File: src/rtl/ibuf_pkg.sv
package ibuf_pkg;
    parameter int TID_W = 2;
    parameter int SEQ_W = 8;

    typedef struct packed {
        logic [TID_W-1:0] tid;
        logic [SEQ_W-1:0] seq;
    } ibuf_ent_t;
endpackage

File: src/rtl/ibuf_path_sel.sv
module ibuf_path_sel
    import ibuf_pkg::*;
#(
    parameter int CNT_W   = 3,
    parameter int STG_W   = 3,
    parameter int FREE_W  = 2,
    parameter int BYP_W   = 16,
    parameter int THREADS = 4
) (
    input  logic               clk,
    input  logic               rst_n,
    input  logic               dec_valid,
    input  logic [TID_W-1:0]   dec_tid,
    input  logic [STG_W-1:0]   dec_stage,
    input  logic [THREADS-1:0] stage_blocked,
    input  logic [FREE_W-1:0]  dn_free,
    input  logic [CNT_W-1:0]   occ_cnt,
    output logic               dec_bypass,
    output logic [STG_W-1:0]   dec_go_stage,
    output logic [STG_W-1:0]   dec_rm_stage,
    output logic [BYP_W-1:0]   byp_count
);
    typedef struct packed {
        logic [BYP_W-1:0] byp_cnt;
    } sel_st_t;

    sel_st_t st_d, st_q;
    logic    take;

    always_comb begin
        st_d = st_q;
        take = dec_valid && (occ_cnt == '0) && !stage_blocked[dec_tid]
               && (dn_free != '0);
        if (take) st_d.byp_cnt = st_q.byp_cnt + BYP_W'(1);
        dec_go_stage = take ? dec_stage + STG_W'(2) : dec_stage + STG_W'(1);
        dec_rm_stage = dec_stage + STG_W'(2);
    end

    always_ff @(posedge clk) begin
        if (!rst_n) st_q <= '0;
        else        st_q <= st_d;
    end

    assign dec_bypass = take;
    assign byp_count  = st_q.byp_cnt;


    byp_hold_chk: assert property (@(posedge clk) disable iff (!rst_n)
        !dec_bypass |=> $stable(byp_count));


    byp_step_chk: assert property (@(posedge clk) disable iff (!rst_n)
        dec_bypass |=> byp_count != $past(byp_count));
endmodule

File: src/rtl/ibuf_store.sv
module ibuf_store
    import ibuf_pkg::*;
#(
    parameter int DEPTH = 4,
    parameter int CNT_W = $clog2(DEPTH + 1),
    parameter int IDX_W = $clog2(DEPTH)
) (
    input  logic             clk,
    input  logic             rst_n,
    input  logic             ins_valid,
    input  logic [TID_W-1:0] ins_tid,
    input  logic [SEQ_W-1:0] ins_seq,
    output logic             ins_done,
    input  logic             pop_valid,
    output logic             head_valid,
    output logic [TID_W-1:0] head_tid,
    output logic [SEQ_W-1:0] head_seq,
    input  logic             rm_valid,
    input  logic [TID_W-1:0] rm_tid,
    input  logic [SEQ_W-1:0] rm_seq,
    output logic             rm_hit,
    input  logic             sq_valid,
    input  logic [TID_W-1:0] sq_tid,
    input  logic [SEQ_W-1:0] sq_seq,
    output logic [CNT_W-1:0] sq_kill_cnt,
    output logic [CNT_W-1:0] occ_cnt
);
    typedef struct packed {
        ibuf_ent_t [DEPTH-1:0] ents;
        logic [CNT_W-1:0]      cnt;
    } store_st_t;

    store_st_t st_d, st_q;

    ibuf_ent_t [DEPTH-1:0] work;
    ibuf_ent_t [DEPTH-1:0] pack;
    logic [CNT_W-1:0]      n;
    logic [CNT_W-1:0]      k;
    logic [CNT_W-1:0]      kills;
    logic                  hit;
    logic                  ack;

    always_comb begin
        work  = st_q.ents;
        n     = st_q.cnt;
        kills = '0;
        hit   = 1'b0;
        ack   = 1'b0;

        // stage 1: thread squash, survivors packed toward the head
        pack = '0;
        k    = '0;
        for (int i = 0; i < DEPTH; i++) begin
            if (CNT_W'(i) < n) begin
                if (sq_valid && work[IDX_W'(i)].tid == sq_tid
                    && work[IDX_W'(i)].seq > sq_seq) begin
                    kills = kills + CNT_W'(1);
                end else begin
                    pack[k[IDX_W-1:0]] = work[IDX_W'(i)];
                    k = k + CNT_W'(1);
                end
            end
        end
        work = pack;
        n    = k;

        // stage 2: remove the oldest entry matching the tag
        pack = '0;
        k    = '0;
        for (int i = 0; i < DEPTH; i++) begin
            if (CNT_W'(i) < n) begin
                if (rm_valid && !hit && work[IDX_W'(i)].tid == rm_tid
                    && work[IDX_W'(i)].seq == rm_seq) begin
                    hit = 1'b1;
                end else begin
                    pack[k[IDX_W-1:0]] = work[IDX_W'(i)];
                    k = k + CNT_W'(1);
                end
            end
        end
        work = pack;
        n    = k;

        // stage 3: pop the head
        if (pop_valid && n != '0) begin
            for (int i = 0; i < DEPTH - 1; i++) begin
                work[IDX_W'(i)] = work[IDX_W'(i + 1)];
            end
            work[DEPTH-1] = '0;
            n = n - CNT_W'(1);
        end

        // stage 4: append at the tail if room remains
        if (ins_valid && n < CNT_W'(DEPTH)) begin
            ack = 1'b1;
            work[n[IDX_W-1:0]].tid = ins_tid;
            work[n[IDX_W-1:0]].seq = ins_seq;
            n = n + CNT_W'(1);
        end

        st_d.ents = work;
        st_d.cnt  = n;
    end

    always_ff @(posedge clk) begin
        if (!rst_n) st_q <= '0;
        else        st_q <= st_d;
    end

    assign ins_done    = ack;
    assign rm_hit      = hit;
    assign sq_kill_cnt = kills;
    assign occ_cnt     = st_q.cnt;
    assign head_valid  = (st_q.cnt != '0);
    assign head_tid    = st_q.ents[0].tid;
    assign head_seq    = st_q.ents[0].seq;


    cnt_bound_chk: assert property (@(posedge clk) disable iff (!rst_n)
        occ_cnt <= CNT_W'(DEPTH));


    ins_grow_chk: assert property (@(posedge clk) disable iff (!rst_n)
        (ins_done && !pop_valid && !rm_valid && !sq_valid)
        |=> occ_cnt == $past(occ_cnt) + CNT_W'(1));


    rm_miss_chk: assert property (@(posedge clk) disable iff (!rst_n)
        (rm_valid && !rm_hit && !pop_valid && !ins_valid && !sq_valid)
        |=> $stable(st_q));


    sq_shrink_chk: assert property (@(posedge clk) disable iff (!rst_n)
        (sq_valid && !rm_valid && !pop_valid && !ins_valid)
        |=> occ_cnt == $past(occ_cnt) - $past(sq_kill_cnt));


    peek_hold_chk: assert property (@(posedge clk) disable iff (!rst_n)
        (!pop_valid && !rm_valid && !sq_valid && !ins_valid)
        |=> $stable(head_seq) && $stable(head_tid));
endmodule

File: src/rtl/ibuf_top.sv
module ibuf_top
    import ibuf_pkg::*;
#(
    parameter int DEPTH   = 4,
    parameter int STG_W   = 3,
    parameter int FREE_W  = 2,
    parameter int BYP_W   = 16,
    parameter int THREADS = 1 << TID_W,
    parameter int CNT_W   = $clog2(DEPTH + 1)
) (
    input  logic               clk,
    input  logic               rst_n,
    input  logic               dec_valid,
    input  logic [TID_W-1:0]   dec_tid,
    input  logic [STG_W-1:0]   dec_stage,
    input  logic [THREADS-1:0] stage_blocked,
    input  logic [FREE_W-1:0]  dn_free,
    output logic               dec_bypass,
    output logic [STG_W-1:0]   dec_go_stage,
    output logic [STG_W-1:0]   dec_rm_stage,
    output logic [BYP_W-1:0]   byp_count,
    input  logic               ins_valid,
    input  logic [TID_W-1:0]   ins_tid,
    input  logic [SEQ_W-1:0]   ins_seq,
    output logic               ins_done,
    input  logic               pop_valid,
    output logic               head_valid,
    output logic [TID_W-1:0]   head_tid,
    output logic [SEQ_W-1:0]   head_seq,
    input  logic               rm_valid,
    input  logic [TID_W-1:0]   rm_tid,
    input  logic [SEQ_W-1:0]   rm_seq,
    output logic               rm_hit,
    input  logic               sq_valid,
    input  logic [TID_W-1:0]   sq_tid,
    input  logic [SEQ_W-1:0]   sq_seq,
    output logic [CNT_W-1:0]   sq_kill_cnt,
    output logic [CNT_W-1:0]   occ_cnt,
    output logic               buf_empty,
    output logic               buf_full
);
    localparam int IDX_W = $clog2(DEPTH);

    ibuf_store #(.DEPTH(DEPTH), .CNT_W(CNT_W), .IDX_W(IDX_W)) u_store (
        .clk, .rst_n,
        .ins_valid, .ins_tid, .ins_seq, .ins_done,
        .pop_valid, .head_valid, .head_tid, .head_seq,
        .rm_valid, .rm_tid, .rm_seq, .rm_hit,
        .sq_valid, .sq_tid, .sq_seq, .sq_kill_cnt,
        .occ_cnt
    );

    ibuf_path_sel #(.CNT_W(CNT_W), .STG_W(STG_W), .FREE_W(FREE_W),
                    .BYP_W(BYP_W), .THREADS(THREADS)) u_sel (
        .clk, .rst_n,
        .dec_valid, .dec_tid, .dec_stage, .stage_blocked, .dn_free,
        .occ_cnt,
        .dec_bypass, .dec_go_stage, .dec_rm_stage, .byp_count
    );

    assign buf_empty = (occ_cnt == '0);
    assign buf_full  = (occ_cnt == CNT_W'(DEPTH));


    empty_full_excl_chk: assert property (@(posedge clk) disable iff (!rst_n)
        !(buf_empty && buf_full));
endmodule

File: config.mk
export PLATFORM = sky130hd
export DESIGN_NAME = ibuf_top
export DESIGN_NICKNAME = d
export VERILOG_FILES = /design/src/rtl/ibuf_pkg.sv /design/src/rtl/ibuf_path_sel.sv /design/src/rtl/ibuf_store.sv /design/src/rtl/ibuf_top.sv
export SDC_FILE = /design/constraint.sdc
export NUM_CORES = 1
export LEC_CHECK = 0
export BUFFER_PORTS_ARGS = -buffer_cell sky130_fd_sc_hd__buf_2
export CAP_MARGIN = 0
export CORE_ASPECT_RATIO = 1.75
export CORE_MARGIN = 3
export CORE_UTILIZATION = 55
export CTS_CLUSTER_SIZE = 28
export DETAILED_ROUTE_END_ITERATION = 7
export MAX_ROUTING_LAYER = met4
export PLACE_DENSITY = 0.79
export REMOVE_ABC_BUFFERS = 1
export SYNTH_ARGS = -nofsm -noshare
export SYNTH_HDL_FRONTEND = slang
export SYNTH_SLANG_ARGS = --single-unit
File: constraint.sdc
create_clock -name clk -period 39.4 [get_ports clk]
set_input_delay 7.88 -clock clk [delete_from_list [all_inputs] [get_ports clk]]
set_output_delay 7.88 -clock clk [all_outputs]
set_load 0.01 [all_outputs]
## Yosys cells after proc, flatten, opt, wreduce, memory -nomap -nowiden

Cells that the tools add are included.

| cells by class | value |
|---|---|
| $add $sub $neg | 12 |
| $lt $le $gt $ge | 26 |
| equal/unequal tests | 9 |
| multiplexer cells | 73 |
| reduce and logical (&&, ||, !) cells | 35 |

Operator list:

| operator | count |
|---|---|
| 40-bit 2-to-1 mux | 9 |
| 40-bit bitwise mux | 8 |
| 10-bit demux with 2-bit select | 8 |
| 10-bit 2-to-1 mux | 12 |
| 20-bit 2-to-1 mux | 3 |
| 3-bit 2-to-1 mux | 16 |
| 1-bit logical AND | 27 |
| 3-bit by 1-bit adder with 3-bit output, second input constant | 7 |
| 2-bit by 3-bit less-than comparator with 1-bit output, second input constant | 7 |
| 16-bit by 1-bit adder with 16-bit output, second input constant | 1 |
| 8-bit equality test | 2 |
| 8-bit > comparator | 2 |
| 1-bit 2-to-1 mux | 15 |
| 2-bit by 1-bit greater-or-equal comparator with 1-bit output, second input constant | 6 |
| 1-bit by 3-bit less-than comparator with 1-bit output, first input constant | 4 |
| 2-bit by 3-bit less-than comparator with 1-bit output, first input constant | 4 |
| 2-bit equality test | 4 |
| 8-bit equality test, first input constant | 1 |
| 8-bit 2-to-1 mux | 1 |
| 3-bit nonzero test | 2 |
| 1-bit by 1-bit adder with 2-bit output, second input constant | 2 |
| 1-bit logical NOT | 4 |
| 3-bit by 2-bit adder with 3-bit output, second input constant | 1 |
| 3-bit equality test, second input constant | 1 |
| 8 further kinds | 8 |

| word-level totals | value |
|---|---|
| register bits after elaboration | 39 |
| bits of input ports | 48 |
| output and inout bits | 44 |
| word-level logic and storage cells | 161 |

## Longest topological paths before layout

Gate-level depths: netlist of the first run.

| logic depth | value |
|---|---|
| depth in word-level cells | 49 |
| mapped depth | 48 |

## Modules after synthesis

From an unflattened synthesis of the first run, not the netlist that was laid out.

| second synthesis, totals | value |
|---|---|
| cell total of the unflattened synthesis | 518 |
| area, all modules | 4058.9 µm² |

Modules (own cells, without submodules):

| module | instances | cells each | area an instance (µm²) | sequential area each (µm²) |
|---|---|---|---|---|
| ibuf_store | 1 | 412 | 3131.8 | 460.4 |
| ibuf_path_sel | 1 | 104 | 904.6 | 320.3 |
| ibuf_top | 1 | 2 | 22.5 | 0.0 |

## Worst setup path after synthesis of the first run

No wires, ideal clock.

| path | value |
|---|---|
| path type | input to output |
| from | input sq_seq[1] |
| to | output ins_done |
| arrival time | 15.505 ns |
| required time | 31.520 ns |
| setup slack | 16.015 ns |
| stages | 40 |
| buffers on the path | 0 |
| cells stage by stage | inv_1 > ha_1 > nor2b_1 > o211ai_1 > a21o_1 > a21oi_1 > nor2_1 > ha_1 > mux2i_1 > inv_1 > ha_1 > nor2b_1 > o21ai_0 > o21a_1 > ha_1 > o21a_1 > or2_1 > nor2_1 > [... 4 more ...] > nor3_2 > a21oi_1 > ha_1 > and2_1 > o21bai_1 > ha_1 > nor3_1 > o21ai_0 > o21a_1 > ha_1 > nand2_1 > o21ai_1 > inv_1 > ha_1 > ha_1 > nand2b_1 > nor2_1 > nor4b_4 |

| between the ends | value |
|---|---|
| cells in the longest elaborated chain, start to end | 44 |
| elaborated cells between the ends (all ways) | 83 |
| classes of those cells | 7 x add/sub; 13 x order compare; 4 x eq/ne; 37 x mux; 22 x reduce/logical |

Ends and longest elaborated chain:

| what | RTL line | RTL |
|---|---|---|
| start: declaration | ibuf_top.sv:36 | `input logic [SEQ_W-1:0] sq_seq,` |
| parallel branches: the longest is 37 deep, another holds 8-bit > comparator | - |  |
| 3-bit 2-to-1 mux * | ibuf_store.sv:71 | `if (CNT_W'(i) < n) begin` |
| parallel branches: the longest is 2 deep, another holds 3-bit by 1-bit subtractor with 3-bit output | - |  |
| 3-bit 2-to-1 mux * | ibuf_store.sv:85 | `if (pop_valid && n != '0) begin` |
| 3-bit less-than comparator * | ibuf_store.sv:94 | `if (ins_valid && n < CNT_W'(DEPTH)) begin` |
| 1-bit logical AND * | ibuf_store.sv:94 |  |
| 1-bit 2-to-1 mux * | ibuf_store.sv:94 |  |
| end: declaration | ibuf_top.sv:25 | `output logic ins_done,` |

Every way passes the cells marked *.

## Worst setup path in the final report of the first run

| path | value |
|---|---|
| from | input sq_seq[7] |
| to | output ins_done |

Same word-level chain as after synthesis.

==> impl_metrics.csv, run 1 <==
group,metric,value,unit
synth,ys_warn_count,0,
critical_path,r2r_end,"u_store.head_seq[6]",
outcome,outcome,"finished, final reports clean",
synth,yosysSeqAreaShare,19.2,%
critical_path,path_class,"in -> out",
critical_path,rr_startpoint,"u_store.head_seq[7]",
clocking,clk_path_buf_depth,2,
detailed_routing,wl_per_cell,18.6,µm
detailed_routing,drt-initial-drc-count,282,
floorplan,initial_core_util,57.9,%
global_routing,grt_overflow_total,0,
placement,port_buffers,90,
detailed_routing,ant_nets,0,
critical_path,endpoint_kind,"output pin",
synth,synthCells,517,
clocking,cts_made_buffers,5,
critical_path,slowest_stage,"or4_4",
critical_path,reg2reg_depth,43,
layout,utilization,64.9,%
power,power_density,64.6,mW/mm²
synth,synthArstFlopShare,0,%
sta,tightest_slew,1.01,ns
clocking,cts.clk_slew.worst_paths,0.06,ns
synth,syn_area,0.00406,mm²
clocking,cts_hold_buf,0,
sta,slew_headroom,32.4,%
layout,final_cells,668,
synth,synth-main-ff-cell,"dfxtp_1",
clocking,post_cts_resized,0,
critical_path,critPathLaunchType,"primary input",
detailed_routing,routed_via_density,6.24,
sta,drv_slew,0,
job,cap_viol_max_count,0,
floorplan,dieArea,0.00849,mm²
worst_hold_path,hold_path_end,"u_sel.byp_count[15]",
clocking,htreeDepth,2,
worst_hold_path,hold_depth,2,
layout,syn_to_final_growth,12.1,%
detailed_routing,drc,0,
power,ir_drop,47.8,µV
placement,gp_congestion,1.01,
global_routing,grt_max_degree,38,
floorplan,pin_count,92,
worst_hold_path,worstHoldStart,"u_sel.byp_count[15]",
critical_path,path_common_cell,"ha_1",
critical_path,critical_path_arrival,17.03,ns
floorplan,die_x,70.9,µm
detailed_routing,vias,4165,
placement,placed_cells,660,
sta,rsz0062_at_grt,"false",
layout,fin_nets,665,
clocking,cts_tree,"built",
floorplan,rows,40,
synth,synth_edf_count,0,
placement,dp_hpwl,10100,µm
layout,fillerInstances,634,
global_routing,grt_pass1_vias,4255,
critical_path,worst_ep_required_time,31.52,ns
floorplan,dieHeight,120,µm
global_routing,grt.total_usage,30.0,%
synth,ys_seq_elements,39,
global_routing,grt_pass1_wl,20200,µm
clocking,cts_sinks,39,
detailed_routing,drtPass1Iterations,5,
layout,num_antenna_cells,0,
critical_path,cp_max_fo,9,
clocking,post-cts-setup-buffer-count,0,
power,cellLeakagePower,2.01,nW
sta,final.setup.tns,0,ns
synth,avgSynthCellArea,7.85,µm²
sta,period_share,63.2,%
detailed_routing,wl,12400,µm
clocking,cts_root_buf,"clkbuf_16",
sta,finalHoldViolCount,0,
worst_hold_path,min_path_type,"reg -> reg",
sta,setup_violations,0,
layout,layout-drive-gt1-share,22.4,%
clocking,clkLatencyLatePin,0.28,ns
critical_path,cpPeakStageDelay,0.56,ns
synth,ys_types,82,
sta,fmax,0.0401,GHz
sta,fin_skew,0.00452,ns
global_routing,antenna_found_initial,0,
floorplan,core_area,0.00701,mm²
critical_path,r2r_slack,29.02,ns
sta,fin_crit,24.91,ns
## critical path: cells and delay by family
kind / cells / cell delay (ns)
simple gates: 12 / 3.17
compound gates: 13 / 2.51
xor+xnor: 1 / 0.18
fa+ha+maj: 9 / 2.40
buf+inv: 5 / 0.60
mux: 1 / 0.27
## synth_stat cells, drive strengths merged, types with 8 or more instances
master  number  area (µm²)
a21oi       42         252
nor3        11        65.1
a31o         8        70.1
nand4       10        62.6
a21o         9        67.6
buf         26         219
a32oi       13         121
a31oi        8        50.1
and3         9        56.3
nand2       55         216
ha          34         425
o21ai       28         148
inv         37         139
xor2        15         131
dfxtp       39         781
nand3       14        70.1
nor2        31         119
xnor2       17         149
## area by class of cell
cell class | instances | area (µm²) | area share [%]
sequential | 39 | 781 | 17.2
timing repair buffer | 91 | 458 | 10.1
clock buffer | 5 | 125 | 2.75
clock inverter | 3 | 43.8 | 0.963
multi-input combinational | 407 | 2890 | 63.4
inverter | 39 | 151 | 3.33
tap | 84 | 105 | 2.31
## worst max path at each step
stage               startpoint       end  depth (start not counted)  slack (ns)
finish               sq_seq[7]  ins_done                         41       14.49
global route         sq_seq[7]  ins_done                         41       13.75
global placement     sq_seq[1]  ins_done                         42       14.88
detailed placement   sq_seq[7]  ins_done                         41       14.60
floorplan            sq_seq[1]  ins_done                         40       15.98
CTS                  sq_seq[7]  ins_done                         41       14.55
## per-stage QoR
stage / area (µm²) / setup slack [ns] / hold WS [ns] / total power, mW
floorplan: 3820 / 15.98 / 0.484 / 0.194
CTS: 4550 / 14.55 / 0.520 / 0.293
finish: 4550 / 14.49 / 0.521 / 0.294
global placement: 4380 / 14.88 / 0.481 / 0.244
global route: 4550 / 13.75 / 0.556 / 0.319
detailed placement: 4380 / 14.60 / 0.507 / 0.247
## placed cells by master (no fill, tap or decap), drive strengths merged, types with 9 or more instances in the layout
cell type / synthesis / final
a21o: 9 / 9
ha: 34 / 34
dfxtp: 39 / 39
nor2: 31 / 31
nand4: 10 / 10
a32oi: 13 / 13
and3: 9 / 9
nand2: 55 / 55
o21ai: 28 / 28
xor2: 15 / 15
xnor2: 17 / 17
nor3: 11 / 11
inv: 37 / 37
nand3: 14 / 14
a21oi: 42 / 42
buf: 26 / 91
## power by group
| part | switching, mW | internal, mW | total, mW |
|---|---|---|---|
| registers | 0.0141 | 0.0463 | 0.0604 |
| clock network | 0.0154 | 0.0298 | 0.0453 |
| logic | 0.118 | 0.0701 | 0.188 |
| total | 0.148 | 0.146 | 0.294 |
## registers in the layout, indices dropped and copies added (netlist names)
| name | flops |
|---|---|
| u_store.st_q | 10 |
| u_store.head_seq | 8 |
| u_sel.byp_count | 16 |
| u_store.occ_cnt | 3 |
| u_store.head_tid | 2 |
## per-layer routing
layer	vias up	GRT usage [%]	part of all wire [%]
li1	1997	-	-
met3	52	2.60	3.7
met5	-	-	0
met1	1968	30.2	36
met4	0	16.4	5.3
met2	148	55.5	55
## kinds of logic after synthesis
logic type	share of synthesized area [%]
other cells	0.0924
flops	19.2
simple gates	23.0
mux	1.85
fa+ha+maj	10.5
buf+inv	9.68
xor+xnor	7.46
compound gates	28.2
(Power assumes the default switching activity.)
==> run 2, diff against run 1 <==
--- a/config.mk
+++ b/config.mk
@@ -9,11 +9,11 @@
 export CAP_MARGIN = 0
 export CORE_ASPECT_RATIO = 1.75
 export CORE_MARGIN = 3
-export CORE_UTILIZATION = 55
+export CORE_UTILIZATION = 50
 export CTS_CLUSTER_SIZE = 28
 export DETAILED_ROUTE_END_ITERATION = 7
 export MAX_ROUTING_LAYER = met4
-export PLACE_DENSITY = 0.79
+export PLACE_DENSITY = 0.76
 export REMOVE_ABC_BUFFERS = 1
 export SYNTH_ARGS = -nofsm -noshare
 export SYNTH_HDL_FRONTEND = slang
==> constraint.sdc (replaced) <==
create_clock -name clk -period 21.7 [get_ports clk]
set_input_delay 4.34 -clock clk [delete_from_list [all_inputs] [get_ports clk]]
set_output_delay 4.34 -clock clk [all_outputs]
set_load 0.01 [all_outputs]
==> run 2 against run 1 <==
Net effect: final cell count increased by 0.75%; combinational power grew 83%; clock-buffer cell count stayed put; critical endpoint unchanged; non-clock buffer count increased by 1; critical path type unchanged; final area grew 0.28%.
==> impl_metrics.csv, run 2 (synthesis gave the netlist of run 1 again) <==
group,metric,value,unit
clocking,cts_sinks,39,
detailed_routing,drt-initial-drc-count,337,
worst_hold_path,min_path_type,"reg -> reg",
sta,drv_slew,0,
layout,final_area,0.00456,mm²
power,ir_drop,92.6,µV
floorplan,dieHeight,125,µm
detailed_routing,routed_via_density,6.22,
layout,num_antenna_cells,0,
layout,syn_to_final_growth,12.4,%
power,seqPwrFrac,20.3,%
power,p_int,0.266,mW
detailed_routing,vias,4184,
outcome,outcome,"finished, final reports clean",
detailed_routing,wl_met2,6420,µm
global_routing,grt_overflow_total,0,
detailed_routing,wl_per_cell,18.1,µm
sta,rsz0062_at_grt,"false",
detailed_routing,met1_length,4440,µm
detailed_routing,dr_wl_met3,639,µm
sta,setup_violations,0,
clocking,clkLatencyLatePin,0.28,ns
placement,dp_hpwl,9840,µm
clocking,cts_root_buf,"clkbuf_16",
power,cellLeakagePower,2.01,nW
global_routing,grt_pass1_wl,19500,µm
critical_path,critical_path_arrival,13.54,ns
layout,most-common-layout-cells,"90 x buf_2, 53 x nand2_1, 39 x dfxtp_1",
clocking,cts.clk_slew.worst_paths,0.05,ns
detailed_routing,ant_nets,0,
sta,fin_skew,0.00596,ns
worst_hold_path,worstHoldStart,"u_sel.byp_count[10]",
critical_path,slowest_stage,"or4_4",
placement,port_buffers,90,
placement,place_area,0.00439,mm²
floorplan,rows,42,
critical_path,rr_startpoint,"u_store.head_seq[7]",
critical_path,path_common_cell,"ha_1",
critical_path,cp_max_fo,9,
detailed_routing,drc,0,
layout,largest_reg_flops,16,
critical_path,cp-startpoint,"sq_seq[1]",
placement,gp_congestion,0.963,
detailed_routing,wl,12200,µm
floorplan,core_area,0.00772,mm²
layout,layout-drive-gt1-share,22.6,%
critical_path,path_class,"in -> out",
floorplan,pin_count,92,
power,netSwitchingPower,0.270,mW
placement,placed_cells,665,
sta,fin_crit,17.88,ns
clocking,post_cts_resized,0,
floorplan,initial_core_util,52.5,%
clocking,cts_tree,"built",
clocking,clk_path_buf_depth,2,
global_routing,grt.total_usage,26.9,%
clocking,cts_hold_buf,0,
sta,slew_headroom,29.4,%
critical_path,cpPeakStageDelay,0.56,ns
clocking,cts_made_buffers,5,
critical_path,critPathLaunchType,"primary input",
placement,post-place-ws,3.98,ns
floorplan,dieArea,0.00928,mm²
power,p_clk_share,15.4,%
global_routing,grt_pass1_vias,4174,
layout,layout_commonest_cell,"buf_2",
sta,period_share,82.4,%
job,cap_viol_max_count,0,
global_routing,antenna_found_initial,0,
floorplan,die_x,74.1,µm
power,power_density,117,mW/mm²
sta,setup_slack,3.82,ns
power,switching_share,50.4,%
clocking,post-cts-setup-buffer-count,0,
layout,final_cells,673,
global_routing,grt_max_degree,38,
sta,final.setup.tns,0,ns
critical_path,endpoint_kind,"output pin",
sta,fmax,0.0559,GHz
sta,finalHoldViolCount,0,
clocking,htreeDepth,2,
detailed_routing,drtPass1Iterations,6,
sta,tightest_slew,1.05,ns
critical_path,worst_ep_required_time,17.36,ns
power,p_comb_share,64.3,%
layout,fin_nets,666,
detailed_routing,routed.top_layer,"met4",
==> run 2: area by class of cell <==
type | instances | area (µm²)
Sequential cell | 39 | 781
Timing Repair Buffer | 92 | 465
Clock buffer | 5 | 125
Fill cell | 748 | 3160
Tap cell | 88 | 110
Inverter | 39 | 151
Multi-Input combinational cell | 407 | 2890
Clock inverter | 3 | 43.8
==> run 2: power by group through the flow <==
stage / clock network [mW] / logic [mW] / registers [mW]
6_report: 0.0824 / 0.344 / 0.108
5_1_grt: 0.0875 / 0.381 / 0.110
4_1_cts: 0.0833 / 0.343 / 0.107
3_5_place_dp: 0 / 0.340 / 0.109
3_3_place_gp: 0 / 0.332 / 0.109
2_1_floorplan: 0 / 0.250 / 0.102
==> run 2: final timing paths <==
path / to / slack (ns) / depth (start not counted)
setup / recovery: ins_done / 3.82 / 42
hold / removal: u_sel.byp_count[10] / 0.51 / 2
setup reg to reg: u_store.head_seq[7] / 11.29 / 43
hold reg to reg: u_sel.byp_count[10] / 0.51 / 2
==> run 2: routing by layer <==
layer	vias up	GRT usage, %
li1	2005	-
met1	1959	27.4
met2	171	47.9
met3	49	3.29
met4	0	14.4
met5	-	-
==> run 2: critical path, delay by kind of cell <==
family                   cells  cell delay, ns
buffers and inverters        5            0.55
AND/OR/NAND/NOR             13            3.35
adder cells (fa/ha/maj)      9            2.45
AO/OA/AOI/OAI               13            2.40
XOR/XNOR                     1            0.18
multiplexers                 1            0.27
==> run 2: stage by stage <==
| stage | total power, mW | hold WS (ns) | utilization [%] |
|---|---|---|---|
| finish | 0.535 | 0.508 | 59.1 |
| global route | 0.578 | 0.542 | 59.1 |
| CTS | 0.533 | 0.516 | 59.1 |
| detailed placement | 0.449 | 0.503 | 56.9 |
| global placement | 0.440 | 0.479 | 56.9 |
| floorplan | 0.352 | 0.484 | - |
